`config.mk`:
```
export PLATFORM = sky130hd
export DESIGN_NAME = xfetch_seq
export DESIGN_NICKNAME = d
export VERILOG_FILES = /design/src/rtl/xfetch_pkg.sv /design/src/rtl/xfetch_pick.sv /design/src/rtl/xfetch_fsm.sv /design/src/rtl/xfetch_seq.sv
export SDC_FILE = /design/constraint.sdc
export NUM_CORES = 1
export LEC_CHECK = 0
export BUFFER_PORTS_ARGS = -buffer_cell sky130_fd_sc_hd__buf_2
export CELL_PAD_IN_SITES_DETAIL_PLACEMENT = 0
export CELL_PAD_IN_SITES_GLOBAL_PLACEMENT = 1
export CORE_AREA = 2 2 39 41
export DETAILED_ROUTE_END_ITERATION = 8
export DIE_AREA = 0 0 41 43
export HOLD_SLACK_MARGIN = 0.05
export PLACE_DENSITY = 0.57
export SYNTH_ARGS = -nofsm -noshare
export SYNTH_HDL_FRONTEND = slang
export SYNTH_SLANG_ARGS = --single-unit
```
`constraint.sdc`:
```
create_clock -name clk -period 2.6 [get_ports clk]
set_input_delay 0 -clock clk [delete_from_list [all_inputs] [get_ports clk]]
set_output_delay 0 -clock clk [all_outputs]
set_load 0.01 [all_outputs]
```
`src/rtl/xfetch_pkg.sv`:
```
package xfetch_pkg;
    localparam int N_FETCH = 3;
    localparam int OWN_W   = $clog2(N_FETCH + 1);

    typedef logic [OWN_W-1:0]   owner_t;
    typedef logic [N_FETCH-1:0] fmask_t;

    localparam owner_t OWN_IDLE = '0;

    typedef struct packed {
        logic   active;
        owner_t cur;
        fmask_t pend;
    } seq_state_t;

    function automatic logic any_set(input fmask_t m);
        return |m;
    endfunction
endpackage

```
`src/rtl/xfetch_pick.sv`:
```
module xfetch_pick
    import xfetch_pkg::*;
#(
    parameter int N  = N_FETCH,
    parameter int CW = $clog2(N + 1)
) (
    input  logic [N-1:0]  i_req,
    output logic          o_found,
    output logic [CW-1:0] o_code,
    output logic [N-1:0]  o_rest
);
    always_comb begin
        o_found = 1'b0;
        o_code  = '0;
        o_rest  = i_req;
        for (int i = N - 1; i >= 0; i--) begin
            if (i_req[i]) begin
                o_found = 1'b1;
                o_code  = CW'(i + 1);
                o_rest  = i_req;
                o_rest[i] = 1'b0;
            end
        end
    end
endmodule

```
`src/rtl/xfetch_fsm.sv`:
```
module xfetch_fsm
    import xfetch_pkg::*;
(
    input  logic       clk,
    input  logic       rst,
    input  logic       i_start,
    input  fmask_t     i_flags,
    input  logic       i_rdy,
    output seq_state_t o_state,
    output logic       o_complete
);
    seq_state_t st;
    logic   first_found, next_found;
    owner_t first_code, next_code;
    fmask_t first_rest, next_rest;

    xfetch_pick #(.N(N_FETCH), .CW(OWN_W)) u_first (
        .i_req(i_flags), .o_found(first_found), .o_code(first_code), .o_rest(first_rest)
    );

    xfetch_pick #(.N(N_FETCH), .CW(OWN_W)) u_next (
        .i_req(st.pend), .o_found(next_found), .o_code(next_code), .o_rest(next_rest)
    );

    assign o_complete = st.active && ((st.cur == OWN_IDLE) || i_rdy);
    assign o_state    = st;

    always_ff @(posedge clk) begin
        if (rst) begin
            st <= '0;
        end else if (!st.active) begin
            if (i_start) begin
                st.active <= 1'b1;
                st.cur    <= first_found ? first_code : OWN_IDLE;
                st.pend   <= first_rest;
            end
        end else if (o_complete) begin
            if (next_found) begin
                st.cur  <= next_code;
                st.pend <= next_rest;
            end else begin
                st <= '0;
            end
        end
    end
endmodule

```
`src/rtl/xfetch_seq.sv`:
```
module xfetch_seq
    import xfetch_pkg::*;
(
    input  logic               clk,
    input  logic               rst,
    input  logic               i_start,
    input  logic [N_FETCH-1:0] i_offchip,
    input  logic               i_ext_rdy,
    output logic               o_bus_req,
    output logic [OWN_W-1:0]   o_owner,
    output logic               o_stall,
    output logic               o_done
);
    seq_state_t st;
    logic       complete;

    xfetch_fsm u_fsm (
        .clk(clk), .rst(rst), .i_start(i_start), .i_flags(i_offchip),
        .i_rdy(i_ext_rdy), .o_state(st), .o_complete(complete)
    );

    always_comb begin
        o_done    = complete && !any_set(st.pend);
        o_stall   = st.active && !o_done;
        o_owner   = st.active ? st.cur : OWN_IDLE;
        o_bus_req = st.active && (st.cur != OWN_IDLE);
    end
endmodule

```
==> impl_results.md, run 1 <==
* Status: complete, no violations
* Pwr Total at between 0.0002 and 0.00025 W
* Max Slew Vio Count at 0
* CP max FO at 8
* Layout Skew at 1.968 ps
* Multi-input logic area at roughly 190 sq um
* Vias in the first global route at 286
* CTS buffer count at 3
* Tot GR Track Use at 10.45%
* Final ANT Viol Nets at 0
* Largest net degree at the start of global routing at 9
* Root Driver: clkbuf_4
* CTS sink cnt at 5
* Row count at 14
* Hold Fails Final Rpt at 0
* CP Launch Type: register
* Diodes inserted at 0
* Leak Pwr at 0.1738 nW
* Synth Flop Type: dfxtp_1
* DR vias at 325
* Synth warn at 0
* RD Place Congestion at 0.7262
* Final setup viols at 0
* WL/cell at 10.62 microns
* Number of antenna violations at the first check in global routing at 0
* Final nets at 61
* Global route overflow at 0
* Worst slew pin tran at 367.0 ps
* Post-synthesis cell type count at 19
* Commonest cells in the netlist: nor2_1, dfxtp_1, a21oi_1
* Peak VDD IR at 0.2260 mV
* Worst Hold Launch: i_offchip[2]
* Top area cells in the synthesized netlist: dfxtp_1, nor2_1, o211ai_1
* Die area at around 0.0018 sq mm
* TritonCTS clock tree: yes
* Worst reg2reg setup slack at 1420 ps
* # DRC at 0
* Syn nets at 44
* Layout fillers at 163
* CP Capture Type: primary output
* Global routing's busiest layer: met2
* Die H at 43 microns
* Async set-or-reset flop fraction in the synthesized netlist at 0%
* CP Class: reg2out
* Post-DP HPWL at 601 microns
* IO Port Bufs at 11
* FF+latch count, synth at 5
* Number of synthesized flops with an enable pin at 0
* Pre-Repair DR Iteration Count at 1
* GR Layer Usage met2 at about 15%
* Worst path arrival time at 1220 ps
* Sequential share of the synthesized area at around a third
* CP startpoint: u_fsm.o_state[5]$_SDFF_PP0_
* Total Wirelength at 733 microns
* Most common cell in the synthesized netlist: nor2_1
* Min-Delay Path Class: in2reg
* Starting density of the core at 21.43%
* Maximum root-to-sink buffer count at 2
* Max-cap violations at 0
* H-tree levels at 1
* P&R area growth vs syn at 37.55%
* Top cell type's share of synthesized area at roughly a third
* Met3 Resource Use GR at under 10%
* Vias per cell at 4.710
* Post-CTS setup buffer count at 0
* First-pass GRT wire length at 1200 microns
* Maximum clock frequency at 822.3 MHz
* Worst r2r src: u_fsm.o_state[5]$_SDFF_PP0_
* CTS clock-pin slew for the worst setup and hold paths at 40 ps
* TNS Setup at 0 ps
* Synthesized area at 296.5 sq um
* GR Layer Usage met1 at 12.58%
* Layout cell share with drive strength beyond 1 at 35.85%
* Avg Cell Area, Syn at 8.014 sq um
* FF+latch area at 100.1 sq um
* Post-layout min period at 1216 ps
* RSZ-0062 raised after global routing: no
* Slew margin rel. at 75.27%
* Yosys top cell by area: dfxtp_1
* Power per Cell Area at 571.1 mW/mm^2
* Synth Instances at 37
* Die Width at a little over 40 microns
* Tcrit/Tclk final at 46.77%
* Initial DRC count at 0
* Max reg flops at 5
* IO Pins at 12
* Worst path required time at ~2600 ps
* Core area at 0.001384 sq mm
* Worst-skew pair later-pin latency at 250 ps
## stage by stage
step	cell area [sq um]	hold WS, ps	utilization [%]	instances	setup slack [ps]
global placement	371.6	271.2	26.85	64	1452
global route	407.9	71.53	29.48	69	1262
finish	407.9	63.68	29.48	69	1384
detailed placement	371.6	262.6	26.85	64	1435
CTS	407.9	61.97	29.48	69	1358
floorplan	296.5	69.07	-	37	1498
## area by class of cell
type,instances,share of cell area [%]
Clock buffer,4,6.442
Inverter,2,1.840
Multi-Input combinational cell,30,46.32
Sequential cell,5,24.54
Tap cell,16,4.908
Timing Repair Buffer,12,15.95
## timing repair
item	in CTS	in global routing
setup endpoints to repair	0	0
hold endpoints to repair	3	0
gates resized for setup	0	0
hold buffers	1	0
## power by group
group	total [W]	switching, W	internal, W
clock	0.0000922	0.0000341	0.0000582
combinational	0.0000496	0.0000264	0.0000231
sequential	0.0000912	0.00000753	0.0000836
total	0.000233	0.0000680	0.000165
## final timing paths
kind / end / cells after the start
worst max-delay path: o_stall / 4
worst min-delay path: u_fsm.o_state[2]$_SDFFE_PP0P_ / 3
worst max register to register: u_fsm.o_state[4]$_SDFFE_PP0P_ / 3
worst min register to register: u_fsm.o_state[3]$_SDFFE_PP0P_ / 2
## placed cells by master (no fill, tap or decap), types with 2 or more instances in the layout
cell type and instances:
a21oi_1 4, nor2_1 7, dfxtp_1 5, nand3_1 2, and2_2 2, o211ai_1 3
buf_2 11, inv_1 2, clkbuf_4 3
## cell families after synthesis
group                  after synthesis  share of synthesized area, %
AND/OR/NAND/NOR                     18                         35.87
AO/OA/AOI/OAI                       12                         27.85
flip-flops                           5                         33.76
buffers and inverters                2                         2.533
## metal layers
metal  wire length (microns)  vias to the layer above
met5                       0                        -
met4                      18                        0
met3                      51                        2
met2                     336                       11
met1                     326                      138
li1                        -                      174
## worst max-delay path, stage by stage, from the launching register on
cell	delay, ps
dfxtp_1	420
inv_1	120
nor2_1	190
a21oi_1	90
buf_2	140
Note: power is estimated with default switching activity, not from simulation.
==> run 2: changes to the inputs <==
--- a/config.mk
+++ b/config.mk
@@ -12,7 +12,7 @@
 export DETAILED_ROUTE_END_ITERATION = 8
 export DIE_AREA = 0 0 41 43
 export HOLD_SLACK_MARGIN = 0.05
-export PLACE_DENSITY = 0.57
+export PLACE_DENSITY = 0.59
 export SYNTH_ARGS = -nofsm -noshare
 export SYNTH_HDL_FRONTEND = slang
 export SYNTH_SLANG_ARGS = --single-unit
==> constraint.sdc (replaced) <==
create_clock -name clk -period 1 [get_ports clk]
set_input_delay 0 -clock clk [delete_from_list [all_inputs] [get_ports clk]]
set_output_delay 0 -clock clk [all_outputs]
set_load 0.01 [all_outputs]
==> run 2 against run 1 <==
Effect of this change:
- the flow now finishes with violations (setup timing)
- final cell count is 16% higher
- utilization increased by 13 points
- sequential cell count stayed put
- first-iteration DRC count is 2 higher
- clock-buffer cell count unchanged
- power grew to 3.2 times the previous value
- design area up 43%
- critical path type unchanged
- largest cell class unchanged
- largest power group is now combinational cells
- highest routed layer unchanged
==> impl_results.md, run 2 (synthesis gave the netlist of run 1 again) <==
* Core area at 0.001384 sq mm (unchanged)
* WL/cell at 12.35 microns (+16%)
* First-pass GRT wire length at 1449 microns (+21%)
* CP Capture Type: primary output
* Tcrit/Tclk final at 112.8%
* Slew margin rel. at 80.51% (+5.2 points)
* CTS buffer count at 3 (unchanged)
* Vias in the first global route at 354 (+24%)
* Final ANT Viol Nets at 0 (unchanged)
* Status: finished, violations left
* # DRC at 0 (unchanged)
* Worst hold endpoint: u_fsm.o_state[5]$_SDFF_PP0_
* Worst reg2reg setup slack at -110 ps (-1530 ps)
* Tot GR Track Use at 13.37% (+2.9 points)
* Layout Skew at 8.204 ps (+6.235 ps)
* Pwr Total at 0.0007437 W (+220%)
* Worst path required time at 1000 ps (-1600 ps)
* CP Class: reg2out
* Cell depth of the worst hold path at 3 (unchanged)
* P&R area growth vs syn at 96.62%
* Initial DRC count at 2 (+2)
* Post-layout min period at 1128 ps
* DP Area at 432.9 sq um (+16%)
* Leak Pwr at 0.2487 nW (+43%)
* Commonest non-fill, non-tap cell in the layout: buf_2
* Worst Hold Launch: i_start
* Power per Cell Area at 1275 mW/mm^2 (+120%)
* Design area at 583.1 sq um (+43%)
* CTS sink cnt at 5 (unchanged)
* Diodes inserted at 0 (unchanged)
* Worst path arrival time at 1130 ps (-90 ps)
* Total Wirelength at 988 microns (+35%)
* Die Width at 41 microns (unchanged)
* Worst slew pin tran at 287.9 ps (-79.17 ps)
* FF+latch area at 112.6 sq um (+13%)
* Max Slew Vio Count at 0 (unchanged)
* Post-DP HPWL at 655 microns (+9.0%)
* Maximum clock frequency at between 800 and 900 MHz
* Die H at 43 microns (unchanged)
* Max-cap violations at 0 (unchanged)
* Multi-input logic area at 239.0 sq um (+26%)
* End of the worst register-to-register path: u_fsm.o_state[4]$_SDFFE_PP0P_
* Vias per cell at 4.675 (-0.75%)
* RD Place Congestion at 0.7416 (+2.1%)
* IO Port Bufs at 11 (unchanged)
* Min-Delay Path Class: in2reg
* Max reg flops at 5 (unchanged)
* CTS clock-pin slew for the worst setup and hold paths at 50 ps (about the same)
* Peak VDD IR at 0.6416 mV (+180%)
* Die area at 0.001763 sq mm (unchanged)
* Maximum root-to-sink buffer count at 2 (unchanged)
* Starting density of the core at 21.43% (unchanged)
* CP Launch Type: register
* Worst-skew pair later-pin latency at 250 ps (about the same)
* H-tree levels at 1 (unchanged)
* Layout fillers at 148 (-9.2%)
* Hold Fails Final Rpt at 0 (unchanged)
* Largest net degree at the start of global routing at 6 (-3)
* Root Driver: clkbuf_4
* Worst r2r src: u_fsm.o_state[5]$_SDFF_PP0_
* DR vias at 374 (+15%)
* Commonest cells after routing, fill and taps aside: buf_2, buf_6, buf_4
* Global route overflow at 0 (unchanged)
* Layout cell share with drive strength beyond 1 at 64.06% (+28 points)
* Final setup viols at 9 (+9)
* Row count at 14 (unchanged)
* RSZ-0062 raised after global routing: yes
* Cells on worst reg2reg path at 3 (unchanged)
* Failing checks: setup timing
* Final nets at 72 (+18%)
* Fin worst setup slack at -128.2 ps (-1512 ps)
* Pre-Repair DR Iteration Count at 2 (+1)
* CP max FO at 4 (-4)
* Final Util at 42.13% (+13 points)
* IO Pins at 12 (unchanged)
* TritonCTS clock tree: yes
* Number of antenna violations at the first check in global routing at 0 (unchanged)
[run 2: cell count changes in the layout (fill, tap and decap cells not counted), moves of 2 or more]
cell and change:
and2_2 -2, and2_4 +2, buf_2 -2, buf_4 +6, buf_6 +6, dfxtp_1 -4
dfxtp_4 +3, nor2_1 -3, nor2_4 +2
[run 2: what timing repair did]
item / CTS / global route
buffers inserted: 2 / 1
hold endpoints to repair: 3 / 0
endpoints found under the setup margin: 9 / 10
hold buffers: 2 / 0
cloned: 0 / 0
pin swaps: 9 / 6
resized for setup: 23 / 5
[run 2: power breakdown]
group          switching, W  internal (W)
registers         0.0000250      0.000219
logic              0.000109      0.000143
clock network     0.0000962      0.000152
[run 2: stage by stage]
step	worst slack, ps	hold slack, ps	std cells	TNS (ps)
finish	-128.2	58.31	80	-639.1
global route	-173.2	73.65	80	-1088
CTS	-118.9	62.00	79	-596.5
detailed placement	-115.4	260.5	72	-235.2
global placement	-112.8	265.8	72	-170.9
floorplan	-85.50	65.32	37	-85.50
[run 2: layout make-up]
type                    count  area share [%]
flip-flops and latches      5           19.31
clock buffers               4           4.506
inverters                   2           1.288
well taps                  16           3.433
multi-input cells          30           40.99
repair buffers             23           30.47
[run 2: worst max-delay path by stage]
stage / start / endpoint / slack [ps]
2_1_floorplan: u_fsm.o_state[5]$_SDFF_PP0_ / u_fsm.o_state[4]$_SDFFE_PP0P_ / -90
3_3_place_gp: u_fsm.o_state[5]$_SDFF_PP0_ / u_fsm.o_state[4]$_SDFFE_PP0P_ / -110
3_5_place_dp: u_fsm.o_state[5]$_SDFF_PP0_ / u_fsm.o_state[4]$_SDFFE_PP0P_ / -120
4_1_cts: u_fsm.o_state[3]$_SDFFE_PP0P_ / o_stall / -120
5_1_grt: u_fsm.o_state[4]$_SDFFE_PP0P_ / o_stall / -170
6_report: u_fsm.o_state[4]$_SDFFE_PP0P_ / o_stall / -130
[run 2: critical path, cell delays in order (launching register included)]
cell,delay [ps]
dfxtp_4,360
o21ba_4,230
nor2_4,90
a21oi_2,60
buf_2,140
[run 2: layer usage]
| metal | track usage (%) | routed length (microns) | vias up | share of wire [%] |
|---|---|---|---|---|
| met5 | 0 | 0 | - | 0 |
| met4 | 10.00 | 29 | 0 | 2.9 |
| met3 | 6.283 | 54 | 4 | 5.5 |
| met2 | 18.75 | 505 | 11 | 51 |
| met1 | 14.84 | 399 | 167 | 40 |
| li1 | - | - | 192 | - |
==> run 3: changes to the inputs <==
--- a/config.mk
+++ b/config.mk
@@ -5,14 +5,14 @@
 export SDC_FILE = /design/constraint.sdc
 export NUM_CORES = 1
 export LEC_CHECK = 0
+export ABC_AREA = 1
 export BUFFER_PORTS_ARGS = -buffer_cell sky130_fd_sc_hd__buf_2
 export CELL_PAD_IN_SITES_DETAIL_PLACEMENT = 0
 export CELL_PAD_IN_SITES_GLOBAL_PLACEMENT = 1
-export CORE_AREA = 2 2 39 41
+export CORE_UTILIZATION = 26
 export DETAILED_ROUTE_END_ITERATION = 8
-export DIE_AREA = 0 0 41 43
 export HOLD_SLACK_MARGIN = 0.05
-export PLACE_DENSITY = 0.59
+export PLACE_DENSITY = 0.68
 export SYNTH_ARGS = -nofsm -noshare
 export SYNTH_HDL_FRONTEND = slang
 export SYNTH_SLANG_ARGS = --single-unit
==> run 3 against run 2 <==
Effect of this change:
- the flow still finishes with violations (setup timing)
- first-iteration DRC count grew to 3.0 times the previous value
- wire length down 14%
- power decreased by 14%
- clock-buffer cell count stayed put
- largest power group is now the clock network
- highest routed layer unchanged
==> impl_results.md, run 3 <==
* Min-Delay Path Class: in2reg
* Root Driver: clkbuf_4
* Top cell type's share of synthesized area at 29.09% (-4.7 points)
* Worst slew pin tran at 182.4 ps (-105.5 ps)
* TritonCTS clock tree: yes
* Power per Cell Area at 1209 mW/mm^2 (-5.2%)
* Leak Pwr at 0.2977 nW (+20%)
* Compound-Gate Fraction of Synth Area at 17.45% (-10 points)
* Worst path arrival time at 1100 ps (-30 ps)
* CP Capture Type: primary output
* Vias per cell at 4.433 (-5.2%)
* Synth warn at 0 (unchanged)
* Yosys top cell by area: dfxtp_1
* Max Slew Vio Count at 0 (unchanged)
* CTS sink cnt at 5 (unchanged)
* Worst path required time at 1000 ps (about the same)
* Most common cell in the synthesized netlist: inv_1
* Commonest cells in the netlist: inv_1, nand2_1, nor2_1
* Largest net degree at the start of global routing at 9 (+3)
* DP Area at 425.4 sq um (-1.7%)
* Design area at 531.8 sq um (-8.8%)
* FF+latch count, synth at 5 (unchanged)
* Syn nets at 62 (+41%)
* Final nets at 84 (+17%)
* CP Launch Type: register
* RD Place Congestion at 0.7110 (-4.1%)
* Worst reg2reg setup slack at 10 ps (+120 ps)
* DR vias at 399 (+6.7%)
* P&R area growth vs syn at 54.55%
* Max reg flops at 5 (unchanged)
* First-pass GRT wire length at 1393 microns (-3.9%)
* Avg Cell Area, Syn at 6.256 sq um (-22%)
* WL/cell at 9.456 microns (-23%)
* CP max FO at 3 (-1)
* Die area at 0.001473 sq mm (-16%)
* Die H at 38.38 microns (-11%)
* End of the worst register-to-register path: u_fsm.o_state[4]$_SDFFE_PP0P_
* Hold Fails Final Rpt at 0 (unchanged)
* Top area cells in the synthesized netlist: dfxtp_1, inv_1, nand2_1
* Peak VDD IR at 0.6467 mV (+0.79%)
* Global route overflow at 0 (unchanged)
* Layout Skew at 2.944 ps (-5.260 ps)
* Total Wirelength at 851 microns (-14%)
* Main combinational cell family by area after synthesis: simple AND/OR/NAND/NOR gates
* Slew margin rel. at 87.83% (+7.3 points)
* Status: finished, violations left
* Max-cap violations at 0 (unchanged)
* H-tree levels at 1 (unchanged)
* Final ANT Viol Nets at 0 (unchanged)
* IO Pins at 12 (unchanged)
* Commonest cells after routing, fill and taps aside: buf_2, inv_1, nand2_1, nor2_1
* Tcrit/Tclk final at 109.8% (-3.0 points)
* # DRC at 0 (unchanged)
* Post-DP HPWL at 547.4 microns (-16%)
* CP Class: reg2out
* Core area at 0.001171 sq mm (-15%)
* Tot GR Track Use at 14.86% (+1.5 points)
* Maximum root-to-sink buffer count at 2 (unchanged)
* CTS clock-pin slew for the worst setup and hold paths at 40 ps (about the same)
* CP peak stage delay at 310 ps (-50 ps)
* Cell depth of the worst hold path at 3 (unchanged)
* Sequential share of the synthesized area at 29.09% (-4.7 points)
* Commonest non-fill, non-tap cell in the layout: buf_2
* Die Width at 38.38 microns (-6.4%)
* RSZ-0062 raised after global routing: yes
* Dpl ws at 44.03 ps (+159.4 ps)
* Pwr Total at 0.0006428 W (-14%)
* Async set-or-reset flop fraction in the synthesized netlist at 0% (unchanged)
* Cells on worst reg2reg path at 7 (+4)
* Post-layout min period at 1098 ps (-29.79 ps)
* Xor and xnor area share after synthesis at 0% (unchanged)
* Vias in the first global route at 367 (+3.7%)
* Critical path, cell by cell: inv_2 > nand2_2 > nand2_4 > inv_2 > o21ai_2 > inv_1 > buf_2
* Maximum clock frequency at 910.4 MHz (+2.7%)
* Number of antenna violations at the first check in global routing at 0 (unchanged)
* IO Port Bufs at 11 (unchanged)
* Adder-cell share of the synthesized area at 0% (unchanged)
* Number of synthesized flops with an enable pin at 0 (unchanged)
* CTS buffer count at 3 (unchanged)
* Fin worst setup slack at -98.41 ps (+29.79 ps)
* Synth Instances at 55 (+49%)
* Starting density of the core at 29.38% (+8.0 points)
* Synthesized area at 344.1 sq um (+16%)
* Worst r2r src: u_fsm.o_state[4]$_SDFFE_PP0P_
* Worst hold endpoint: u_fsm.o_state[1]$_SDFFE_PP0P_
* Switch share at 30.56% (-0.41 points)
* Comb pwr share at 27.4% (-6.5 points)
* Sw Pwr at 0.0001964 W (-15%)
* Layout cell share with drive strength beyond 1 at 48.68% (-15 points)
* CP dominant cell by count: inv_2
* Flop pwr share at 34.4% (+1.7 points)
* Synth Flop Type: dfxtp_1
* Pre-Repair DR Iteration Count at 4 (+2)
* Row count at 12 (-2)
* CP max-delay cell: dfxtp_2
* Int Power at 0.0004464 W (-13%)
* Mux share of post-synthesis cell area at 0% (unchanged)
* Clock share of power at 38.1% (+4.7 points)
* Post-synthesis cell type count at 13 (-6)
* Initial DRC count at 6 (+4)
* Diodes inserted at 0 (unchanged)
* Failing checks: setup timing
* Synth Area in Simple Gates at 34.91% (-0.96 points)
* Worst Hold Launch: i_offchip[0]
* Worst-skew pair later-pin latency at 250 ps (about the same)
* Final setup viols at 2 (-7)
==> run 3: worst max-delay path, delay by kind of cell (launching register included) <==
family | cells | cell delay (ps)
flops | 1 | 310
buf+inv | 4 | 260
simple gates | 2 | 140
compound gates | 1 | 120
==> run 3: layout make-up <==
type	instances	area, sq um
Inverter	14	52.55
Tap cell	14	17.52
Multi-Input combinational cell	35	209.0
Sequential cell	5	103.9
Timing Repair Buffer	18	122.6
Clock buffer	4	26.28
Fill cell	135	639.4
==> run 3: stage by stage <==
| step | cells | hold slack (ps) | util (%) | TNS, ps |
|---|---|---|---|---|
| after global routing | 90 | 65.27 | 45.41 | -586.0 |
| after floorplan | 55 | 69.07 | - | 0 |
| final | 90 | 55.07 | 45.41 | -127.3 |
| after detailed placement | 80 | 241.9 | 36.32 | 0 |
| after CTS | 88 | 64.47 | 42.84 | -185.6 |
| after global placement | 80 | 242.4 | 36.32 | 0 |
==> run 3: worst max-delay path by stage <==
stage                             startpoint                            end  slack, ps  cells after the start
3_5_place_dp   u_fsm.o_state[4]$_SDFFE_PP0P_    u_fsm.o_state[5]$_SDFF_PP0_         40                      6
4_1_cts        u_fsm.o_state[4]$_SDFFE_PP0P_                        o_stall       -130                      7
5_1_grt        u_fsm.o_state[4]$_SDFFE_PP0P_                        o_stall       -190                      7
3_3_place_gp     u_fsm.o_state[5]$_SDFF_PP0_  u_fsm.o_state[3]$_SDFFE_PP0P_         60                      6
6_report       u_fsm.o_state[4]$_SDFFE_PP0P_                        o_stall       -100                      7
2_1_floorplan  u_fsm.o_state[4]$_SDFFE_PP0P_    u_fsm.o_state[5]$_SDFF_PP0_        120                      6
==> run 3: kinds of logic after synthesis <==
logic type / Yosys count
buffers and inverters: 15
DFF: 5
AOI/OAI and AO/OA: 10
and+or+nand+nor: 25
==> run 3: repair_timing <==
item	CTS	global route
hold endpoints to repair	5	0
hold buffers	1	0
gates resized for setup	11	4
pin swaps	5	5
setup buffers	3	2
setup endpoints to repair	3	5
==> run 3: per-layer routing <==
| metal | up-vias | track usage [%] | part of all wire (%) |
|---|---|---|---|
| met4 | 0 | 10.34 | 4.2 |
| met3 | 4 | 8.721 | 6.7 |
| met2 | 11 | 23.31 | 48 |
| li1 | 212 | - | - |
| met1 | 172 | 14.44 | 41 |
| met5 | - | 0 | 0 |
==> run 3: power by group through the flow <==
stage / logic [W] / registers (W) / clock network (W)
6_report: 0.000176 / 0.000221 / 0.000245
5_1_grt: 0.000197 / 0.000222 / 0.000270
4_1_cts: 0.000161 / 0.000221 / 0.000254
3_5_place_dp: 0.000134 / 0.000222 / 0
3_3_place_gp: 0.000134 / 0.000222 / 0
2_1_floorplan: 0.0000888 / 0.000220 / 0
